**config.mk**
```make
export PLATFORM = sky130hd
export DESIGN_NAME = epc_crc_gen
export DESIGN_NICKNAME = d
export VERILOG_FILES = /design/src/rtl/epc_crc_pkg.sv /design/src/rtl/epc_crc_engine.sv /design/src/rtl/epc_crc_walker.sv /design/src/rtl/epc_crc_gen.sv
export SDC_FILE = /design/constraint.sdc
export NUM_CORES = 1
export LEC_CHECK = 0
export ABC_AREA = 1
export BUFFER_PORTS_ARGS = -buffer_cell sky130_fd_sc_hd__buf_2
export CORE_MARGIN = 8
export CORE_UTILIZATION = 56
export DETAILED_ROUTE_END_ITERATION = 8
export GPL_TIMING_DRIVEN = 0
export PLACE_DENSITY = 0.82
export SYNTH_ARGS = -nofsm -noshare
export SYNTH_HDL_FRONTEND = slang
export SYNTH_SLANG_ARGS = --single-unit
```
**constraint.sdc**
```tcl
create_clock -name clk -period 3 [get_ports clk]
set_clock_uncertainty 0.05 [all_clocks]
set_input_delay 0.15 -clock clk [delete_from_list [all_inputs] [get_ports clk]]
set_output_delay 0.15 -clock clk [all_outputs]
set_load 0.03 [all_outputs]
```
**src/rtl/epc_crc_pkg.sv**
```systemverilog
package epc_crc_pkg;

    localparam int unsigned WORD_W = 16;
    localparam logic [WORD_W-1:0] CRC_POLY   = 16'h1021;
    localparam logic [WORD_W-1:0] CRC_PRESET = 16'hFFFF;

    typedef enum logic [2:0] {
        ST_START,
        ST_ISSUE,
        ST_TAKE,
        ST_STORE,
        ST_FINISH
    } walk_state_e;

    // Advance the CRC register over one word, MSB first.
    function automatic logic [WORD_W-1:0] crc_step_word(
        input logic [WORD_W-1:0] crc_in,
        input logic [WORD_W-1:0] word
    );
        logic [WORD_W-1:0] acc;
        logic              fb;
        acc = crc_in;
        for (int b = WORD_W - 1; b >= 0; b--) begin
            fb  = acc[WORD_W-1] ^ word[b];
            acc = {acc[WORD_W-2:0], 1'b0};
            if (fb) acc = acc ^ CRC_POLY;
        end
        return acc;
    endfunction

endpackage

```
**src/rtl/epc_crc_engine.sv**
```systemverilog
module epc_crc_engine
    import epc_crc_pkg::*;
(
    input  logic              clk,
    input  logic              rst_n,
    input  logic              upd,
    input  logic [WORD_W-1:0] data,
    output logic [WORD_W-1:0] crc
);

    logic [WORD_W-1:0] crc_d, crc_q;

    always_comb begin
        crc_d = crc_q;
        if (upd) crc_d = crc_step_word(crc_q, data);
    end

    always_ff @(posedge clk or negedge rst_n) begin
        if (!rst_n) crc_q <= CRC_PRESET;
        else        crc_q <= crc_d;
    end

    assign crc = crc_q;

endmodule

```
**src/rtl/epc_crc_walker.sv**
```systemverilog
module epc_crc_walker
    import epc_crc_pkg::*;
#(
    parameter int unsigned ADDR_W = 6,
    parameter int unsigned LEN_W  = 5
) (
    input  logic              clk,
    input  logic              rst_n,
    input  logic [WORD_W-1:0] rd_data,
    output logic              rd_en,
    output logic              wr_en,
    output logic [ADDR_W-1:0] addr,
    output logic              upd,
    output logic              done
);

    localparam int unsigned CNT_W     = LEN_W + 1;
    localparam int unsigned SUM_ADDR  = 0;
    localparam int unsigned CTRL_ADDR = 1;
    localparam int unsigned DATA_BASE = 2;

    typedef struct packed {
        walk_state_e       st;
        logic [CNT_W-1:0]  cnt;   // words already fed
        logic [LEN_W-1:0]  len;   // EPC words to cover
    } walk_t;

    walk_t s_d, s_q;
    logic [LEN_W-1:0] len_now;

    always_comb begin
        s_d     = s_q;
        rd_en   = 1'b0;
        wr_en   = 1'b0;
        upd     = 1'b0;
        done    = 1'b0;
        addr    = ADDR_W'(SUM_ADDR);
        len_now = (s_q.cnt == '0) ? rd_data[WORD_W-1 -: LEN_W] : s_q.len;
        unique case (s_q.st)
            ST_START: begin
                s_d.cnt = '0;
                s_d.st  = ST_ISSUE;
            end
            ST_ISSUE: begin
                rd_en = 1'b1;
                if (s_q.cnt == '0) addr = ADDR_W'(CTRL_ADDR);
                else addr = ADDR_W'(DATA_BASE - 1) + ADDR_W'(s_q.cnt);
                s_d.st = ST_TAKE;
            end
            ST_TAKE: begin
                upd     = 1'b1;
                s_d.len = len_now;
                if (s_q.cnt == CNT_W'(len_now)) begin
                    s_d.st = ST_STORE;
                end else begin
                    s_d.cnt = s_q.cnt + 1'b1;
                    s_d.st  = ST_ISSUE;
                end
            end
            ST_STORE: begin
                wr_en  = 1'b1;
                addr   = ADDR_W'(SUM_ADDR);
                s_d.st = ST_FINISH;
            end
            ST_FINISH: begin
                done = 1'b1;
            end
            default: s_d.st = ST_START;
        endcase
    end

    always_ff @(posedge clk or negedge rst_n) begin
        if (!rst_n) s_q <= '{st: ST_START, cnt: '0, len: '0};
        else        s_q <= s_d;
    end

endmodule

```
**src/rtl/epc_crc_gen.sv**
```systemverilog
module epc_crc_gen
    import epc_crc_pkg::*;
#(
    parameter int unsigned ADDR_W = 6,
    parameter int unsigned LEN_W  = 5
) (
    input  logic              clk,
    input  logic              rst_n,
    output logic              mem_rd_en,
    output logic              mem_wr_en,
    output logic [ADDR_W-1:0] mem_addr,
    input  logic [15:0]       mem_rd_data,
    output logic [15:0]       mem_wr_data,
    input  logic              host_rd_req,
    input  logic [ADDR_W-1:0] host_rd_addr,
    output logic              host_stall,
    output logic              done
);

    logic              upd;
    logic [WORD_W-1:0] crc;

    epc_crc_walker #(.ADDR_W(ADDR_W), .LEN_W(LEN_W)) walker_i (
        .clk     (clk),
        .rst_n   (rst_n),
        .rd_data (mem_rd_data),
        .rd_en   (mem_rd_en),
        .wr_en   (mem_wr_en),
        .addr    (mem_addr),
        .upd     (upd),
        .done    (done)
    );

    epc_crc_engine engine_i (
        .clk   (clk),
        .rst_n (rst_n),
        .upd   (upd),
        .data  (mem_rd_data),
        .crc   (crc)
    );

    assign mem_wr_data = ~crc;
    assign host_stall  = host_rd_req && (host_rd_addr == '0) && !done;

endmodule

```
Yosys cells after proc, flatten, opt, wreduce, memory -nomap -nowiden:

Index checks and enable logic that the tools add are counted.

* register bits after elaboration: 30
* input port bits: 25
* output and inout bits: 26
* word-level logic and storage cells: 94

* $add $sub $neg: 1
* eq/ne operators: 6
* mux-type cells: 42
* bitwise operators: 33
* reduce and logical (&&, ||, !) cells: 8

Operators with widths (count)
* 2-to-1 mux 16 bit: 15
* 2-to-1 mux 13 bit: 16
* NOT 3 bit: 16
* 2-to-1 mux 6 bit: 3
* NOT 16 bit: 1
* bitwise XOR 1 bit: 16
* case mux 3 bit (5 select lines): 1
* logical NOT 6 bit: 2
* case mux 6 bit (2 select lines): 1
* adder 1 x 6 -> 6 bit (first input constant): 1
* equality test 3 x 2 -> 1 bit (second input constant): 2
* equality test 6 x 5 -> 1 bit: 1
* 2-to-1 mux 5 bit: 1
* 2-to-1 mux 1 bit: 4
* equality test 3 x 1 -> 1 bit (second input constant): 1
* equality test 3 bit (second input constant): 1
* logical NOT 3 bit: 1
* logical AND 1 bit: 2
* 2-to-1 mux 2 bit: 1
* inequality test 2 bit (second input constant): 1
* AND reduction 2 bit: 1
* nonzero test 2 bit: 1
* logical NOT 1 bit: 1

Longest topological paths before layout:

Gate-level depths: netlist of the first run.

* depth in word-level cells: 47
* mapped depth: 14
* depth with buffers taken out: 14

Modules after synthesis:

From an unflattened synthesis of the first run, not the netlist that was laid out.

* cell total of the unflattened synthesis: 354
* area, all modules: 2488.6 um2

By module, submodules not included
* epc_crc_engine: times used 1, cells each 193, area an instance 1383.8 um2, seq. area each 420.4 um2
* epc_crc_walker: times used 1, cells each 137, area an instance 1014.7 um2, seq. area each 350.3 um2
* epc_crc_gen: times used 1, cells each 24, area an instance 90.1 um2, seq. area each 0.0 um2

Worst setup path after synthesis of the first run:

No wires, ideal clock.

* path type: reg-to-output
* start: register walker_i.s_q[13] (netlist name)
* end: output port mem_addr[0]
* arrival time: 1.718 ns
* required time: 2.800 ns
* slack: 1.082 ns
* cell stages (with the launch flop): 6
* path through: dfrtp_1 inv_1 nand2_1 nor2_1 inv_1 a21oi_1

* word-level cells in the longest chain between the ends: 2

RTL lines
* start, declared: RTL line epc_crc_walker.sv:28 `walk_t s_d, s_q;`
* start signal, assigned: RTL line epc_crc_walker.sv:73 `if (!rst_n) s_q <= '{st: ST_START, cnt: '0, len: '0};`
* equality test 3 x 1 -> 1 bit: RTL line epc_crc_walker.sv:39 `unique case (s_q.st)`
* 2-to-1 mux 6 bit: RTL line epc_crc_walker.sv:39
* end, declared: RTL line epc_crc_gen.sv:11 `output logic [ADDR_W-1:0] mem_addr,`

Every way passes these cells.

Final worst setup path of the first run:

* start: register walker_i.s_q[5] (netlist name)
* end: register walker_i.s_q[5] (netlist name)

* word-level cells in the longest chain between the ends: 5
* elaborated cells between the ends (all ways): 8
* those cells by class: add/sub: 1; eq/ne: 2; mux: 3; reduce/logical: 2

RTL lines
* branches (longest 5 deep; another with adder 1 x 6 -> 6 bit)

Parallel ways; which one is timed is not known. The select of a mux whose other input is x is not followed.
A chain may end at the register's enable or synchronous reset.

==> results of run 1 <==
-- power by group through the flow --
stage               clock, mW  sequential (mW)  combinational, mW
global placement            0            0.839               2.43
CTS                     0.527            0.844               2.54
floorplan                   0            0.810               1.99
global route            0.541            0.879               2.83
finish                  0.521            0.844               2.54
detailed placement          0            0.851               2.51
-- routing by layer --
layer	track usage, %	vias up
met2	31.7	80
met1	24.9	1036
met5	0	-
li1	-	1166
met3	4.53	5
met4	4.29	0
-- final cells by class --
| class | count | share of cell area, % |
|---|---|---|
| tap | 50 | 2.19 |
| buffer | 8 | 1.53 |
| clock buffer | 6 | 2.89 |
| multi-input combinational | 247 | 48.5 |
| sequential | 30 | 27.0 |
| timing repair buffer | 51 | 9.11 |
| inverter | 51 | 6.70 |
| clock inverter | 2 | 2.10 |
-- how the worst max path moves through the flow --
| stage | endpoint | slack (ns) | depth (start not counted) |
|---|---|---|---|
| 4_1_cts | walker_i.s_q[10] | 0.92 | 14 |
| 3_3_place_gp | walker_i.s_q[8] | 1.02 | 14 |
| 5_1_grt | walker_i.s_q[9] | 0.68 | 14 |
| 6_report | walker_i.s_q[5] | 0.88 | 14 |
| 3_5_place_dp | walker_i.s_q[10] | 0.95 | 14 |
| 2_1_floorplan | mem_addr[0] | 1.08 | 5 |
-- critical path, delay by kind of cell, from the launching register on --
family / cells / cell delay (ns)
flops: 1 / 0.46
simple gates: 11 / 1.15
fa+ha+maj: 1 / 0.16
buf+inv: 2 / 0.22
-- cells in the final DEF, fill, tap and decap left out, types with 2 or more instances in the layout --
master	count
dfstp_2	16
nor2_1	13
xor2_1	23
buf_2	52
inv_2	2
ha_1	2
nand2_2	18
nand3_4	2
xnor2_2	3
nor2_4	2
nor3_1	6
nand3b_1	3
nand4_1	9
o21ai_0	12
bufinv_16	2
xnor2_1	12
inv_1	49
dfrtp_1	14
clkbuf_8	6
nand3_1	35
o21ai_1	3
nand2_1	98
clkbuf_1	3
-- Yosys cell counts (all sizes together) --
master,instances
a21oi,1
buf,5
clkbuf,3
dfrtp,14
dfstp,16
ha,2
inv,51
nand2,117
nand3,37
nand3b,3
nand4,9
nor2,16
nor3,6
o21a,1
o21ai,15
or2,1
or4,1
xnor2,15
xor2,23
-- sequential cells by signal, indices dropped and copies added (netlist names) --
| signal | cells |
|---|---|
| engine_i.crc | 16 |
| walker_i.s_q | 14 |
-- cells by family after synthesis --
logic type / share of synthesized area, %
XOR/XNOR: 14.9
buffers and inverters: 9.84
adder cells (fa/ha/maj): 1.05
AO/OA/AOI/OAI: 3.66
flip-flops: 32.3
AND/OR/NAND/NOR: 38.3
==> run metrics, run 1 <==
outcome=complete, no violations; total CTS buffers=5; worst hold endpoint=walker_i.s_q[4]; Synth Cell Area=around 2400 sq um; PnR worst setup slack=about 0.88 ns; final core utilization=between 70% and 80%; crit-path most repeated cell=nand2_2; Comb pwr share=between 60% and 70%; H-tree depth=2; area share of the largest cell type after synthesis=17.6%; via/cell ratio=a little over 5; # Post-CTS Setup Buffers=0; cell-internal power=1.87 mW; design area=2860 sq um; VDD IR-drop max=~0.8 mV; worst r2r src=walker_i.s_q[5]; worst path required time=approximately 3.2 ns; 1st-pass router iterations=4; GPL Wtd Cong=just under 0.9; Yosys top cell by area=dfstp_2; Die ar.=between 6000 and 7000 sq um; Worst Setup SP=walker_i.s_q[5]; Area growth syn-to-layout=19.5%; reg-to-reg endpoint=walker_i.s_q[5]; largest net degree at the start of global routing=31; Layout fillers=~350; register area share after synthesis=between 30% and 40%; max-cap violations=0; critical path startpoint category=flop; Worst EP arrival=roughly 2.3 ns; final non-filler cell total=445; Routed Wire Length=about 6000 um; Critical Path End Type=flop; Die X=81.3 um; CP max stage delay=~0.46 ns; final worst-path cycle share=70.5%; CTS tree=built; initial DRC count=roughly 150; Period minus WS final=2.12 ns; Ports=51; Ant. Diodes=0; CP max stage cell=dfrtp_1; met1 wire length=2610 um; clock share of power=a little over an eighth; final setup violation count=0; Total GRT Usage=19.3%; Net Sw Power=2.04 mW; routed vias=roughly 2300; dpl ws=around 0.95 ns; area of the multi-input gates=between 1000 and 1500 sq um; Slew Viols, Final=0; max layer used=met4; initial antenna violation count=0; synth unique cells=30; crit path cell chain=inv_1, ha_1, inv_1, nor2_8, nand3_4, nand2_2, nand2_2, nand2_2, nand2_2, nor2_4, nand3_4, nand2_4, nand3_1, nand2_1; Achievable Freq=0.473 GHz; synth warn=0; Final TNS setup=0 ns; fraction of layout cells with a size suffix above 1=roughly 27%; HP Start=mem_rd_data[15]; type of the worst setup path=reg2reg; # rows=23; global-route wire length before repair=around 10000 um; detailed placer's ending HPWL=between 4000 and 5000 um; total global routing overflow=0; met2 WL=roughly 2900 um; clock buffer depth=2; Hold Path Stages=5; Seq. cell area=between 700 and 800 sq um; syn avg cell area=7.11 sq um; crit path max fanout=10; vias in the first global route=roughly 2200; core area=4060 sq um; number of remaining DRC errors=0; top post-synthesis cells by area=dfstp_2 18%, nand2_1 15%, dfrtp_1 15%, xor2_1 8.4%, inv_1 7.7%; Sw Ratio=52.2%; Port-buffer cells=50; Post-Syn Nets=363; Placed Area=approximately 2700 sq um; metal3 WL=454 um; Fin. Hold Viols=0; reg-to-reg setup timing slack=~0.88 ns; placed cells=about 440; Static Leak=roughly 1.6 nW; Worst R2R Path Depth=14; RSZ-0062 raised after global routing=false; cts repair resizes=0; Final ANT Viol Nets=0; drt wl/cell=between 10 and 15 um; clock latency at the later pin of the worst-skew pair=0.29 ns; HP Class=in2reg; Initial Util=roughly 59%; Slew @ Worst Pin=0.682 ns; Root Buffer=clkbuf_8; part of the power in registers=between 20 and 25%; Post-CTS Hold Fix Bufs=1; Hold WS=roughly 0.28 ns; CTS Sinks=30; FF+latch count, synth=30; Slew HR=a little over half; clk slew on worst S/H paths=around 0.07 ns; Cell Pwr Density=between 1000 and 1500 nW/um^2; Tot Pwr=between 3 and 4 mW; Post-Synthesis Cells=336; Net count, final=about 420; die height=around 81 um
Note: power is estimated with default switching activity, not from simulation.
==> run 2: changes to the inputs <==
Settings changed: ABC_AREA 1 to 0, CORE_UTILIZATION 56 to 48, PLACE_DENSITY 0.82 to 0.76.
Clock period 3 ns to 1.9 ns, I/O delays scaled along.
==> run metrics, run 2 <==
Ant. Diodes=0; Root Buffer=clkbuf_8; Synth Cell Area=roughly 2000 sq um; Critical Path End Type=flop; Worst R2R Path Depth=11; ys flop type=dfstp_2; Achievable Freq=between 0.3 and 0.4 GHz; Slew @ Worst Pin=0.679 ns; CP max stage delay=just over 0.4 ns; detailed placer's ending HPWL=approximately 3500 um; type of the worst setup path=reg2reg; Period minus WS final=approximately 2.5 ns; Slew Viols, Final=0; routed vias=between 1500 and 2000; # rows=23; Routed Wire Length=~6400 um; vias in the first global route=between 1500 and 2000; number of synthesized flops with an enable pin=0; FF+latch count, synth=30; Total GRT Usage=between 10% and 20%; Initial Util=49.9%; drt wl/cell=roughly 18 um; Synth Area in Compound Gates=approximately a tenth; total global routing overflow=0; final setup violation count=24; cell with the most instances after synthesis=xnor2_1; Port-buffer cells=50; synth unique cells=39; critical path startpoint category=flop; Layout fillers=between 200 and 250; Adder-Cell Fraction of Synth Area=1.25%; RSZ-0062 raised after global routing=true; area share of the largest cell type after synthesis=about a fifth; CTS Sinks=30; Area growth syn-to-layout=52.6%; outcome=complete, but fails checks; worst path required time=2.07 ns; most frequent cells in the layout=43 x buf_2, 29 x buf_4, 26 x xnor2_1; Post-Syn Nets=around 240; register area share after synthesis=around two fifths; Net count, final=between 300 and 400; HP Class=in2reg; largest net degree at the start of global routing=31; 1st-pass router iterations=5; crit path cell chain=inv_2, ha_4, or3b_4, buf_4, nor2_2, mux2i_1, o22a_2, nand3_4, buf_6, a41o_1, nor2_1; H-tree depth=2; fraction of layout cells with a size suffix above 1=a little over half; synth warn=0; PnR worst setup slack=-0.624 ns; clock latency at the later pin of the worst-skew pair=about 0.30 ns; top post-synthesis cells by area=dfstp_2 21%, xnor2_1 19%, dfrtp_1 18%, xor2_1 6.6%, inv_1 4.1%; Async SR Flop Fraction=between 90% and 100%; die height=just over 80 um; initial DRC count=187; Worst EP arrival=roughly 2.7 ns; number of remaining DRC errors=0; crit path max fanout=5; CTS tree=built; total CTS buffers=5; Die X=between 80 and 90 um; max reg flops=16; core area=roughly 4000 sq um; most common cell after layout, fill and taps aside=buf_2; mux cell area share after synthesis=under 10%; syn avg cell area=9.19 sq um; max-cap violations=0; Hold Path Stages=2; initial antenna violation count=0; Die ar.=around 6500 sq um; global-route wire length before repair=roughly 9500 um; Slew HR=54.7%; clock buffer depth=2; clk slew on worst S/H paths=about 0.06 ns; Ports=51; Placed Area=roughly 2400 sq um; design area=roughly 3000 sq um; Final ANT Viol Nets=0; Post-Synthesis Cells=217; largest family of logic cells by synthesized area=XOR/XNOR gates; Simple-Gate Fraction of Synth Area=between 10% and 20%; GPL Wtd Cong=0.811; via/cell ratio=approximately 5.6; final worst-path cycle share=133%; Fin. Hold Viols=0; failing checks=negative setup slack; CP max stage cell=or3b_4; Yosys top cell by area=dfstp_2; Post-Synth XOR/XNOR Area=25.5%; Post-synth top cells=43 x xnor2_1, 22 x inv_1, 19 x nand2_1
==> run 2: timing repair <==
action,CTS,global route
resized for setup,38,37
cloned,1,0
setup endpoints to repair,26,27
hold endpoints to repair,14,0
hold buffers,1,0
pin swaps,14,23
buffers inserted,12,13
==> run 2: worst max-delay path: cells and delay by family (launching register included) <==
kind	cells	cell delay, ns
buf+inv	3	0.40
fa+ha+maj	1	0.14
flops	1	0.40
compound gates	2	0.47
simple gates	4	0.72
mux	1	0.28
==> run 2: worst paths after layout <==
kind | from | end | slack [ns]
worst max register to register | walker_i.s_q[6] | walker_i.s_q[7] | -0.62
max in group asynchronous | rst_n | walker_i.s_q[7] | 1.00
worst min register to register | engine_i.crc[7] | engine_i.crc[7] | 0.45
min in group asynchronous | rst_n | walker_i.s_q[6] | 0.32
worst max-delay path | walker_i.s_q[6] | walker_i.s_q[7] | -0.62
worst min-delay path | mem_rd_data[11] | walker_i.s_q[0] | 0.09
==> run 2: cell families after synthesis <==
| logic type | after synthesis |
|---|---|
| xor+xnor | 58 |
| simple gates | 56 |
| compound gates | 33 |
| buf+inv | 31 |
| flops | 30 |
| mux | 7 |
| fa+ha+maj | 2 |
==> run 2: metal layers <==
| metal | vias to the layer above | global-route usage, % | share of wire, % |
|---|---|---|---|
| met4 | 0 | 10.9 | 4.3 |
| met2 | 107 | 29.8 | 50 |
| met1 | 932 | 23.2 | 37 |
| li1 | 876 | - | - |
| met3 | 30 | 4.35 | 8.3 |
| met5 | - | 0 | 0 |
==> run 2: through the flow <==
step | setup WS, ns | utilization [%] | std cells | hold slack [ns] | setup TNS, ns
after global placement | -0.669 | 59.0 | 317 | 0.118 | -6.95
after floorplan | -0.467 | - | 217 | -0.251 | -3.20
after detailed placement | -0.684 | 59.0 | 317 | 0.122 | -7.46
after CTS | -0.504 | 69.6 | 338 | 0.0791 | -5.62
final | -0.624 | 76.1 | 350 | 0.0889 | -7.29
after global routing | -0.735 | 76.1 | 350 | 0.0904 | -9.21
==> run 2: area by class of cell <==
type | instances | area [sq um] | share of cell area, %
multi-input cells | 156 | 1500 | 49.1
repair buffers | 76 | 477 | 15.7
clock buffers | 6 | 93.8 | 3.08
plain buffers | 8 | 47.5 | 1.56
clock inverters | 2 | 10.0 | 0.329
well taps | 50 | 62.6 | 2.06
flip-flops and latches | 30 | 774 | 25.5
inverters | 22 | 82.6 | 2.71
Power of run 2 is not shown: default switching activity piles up to over one toggle a cycle in this logic, so the estimate is an artifact.
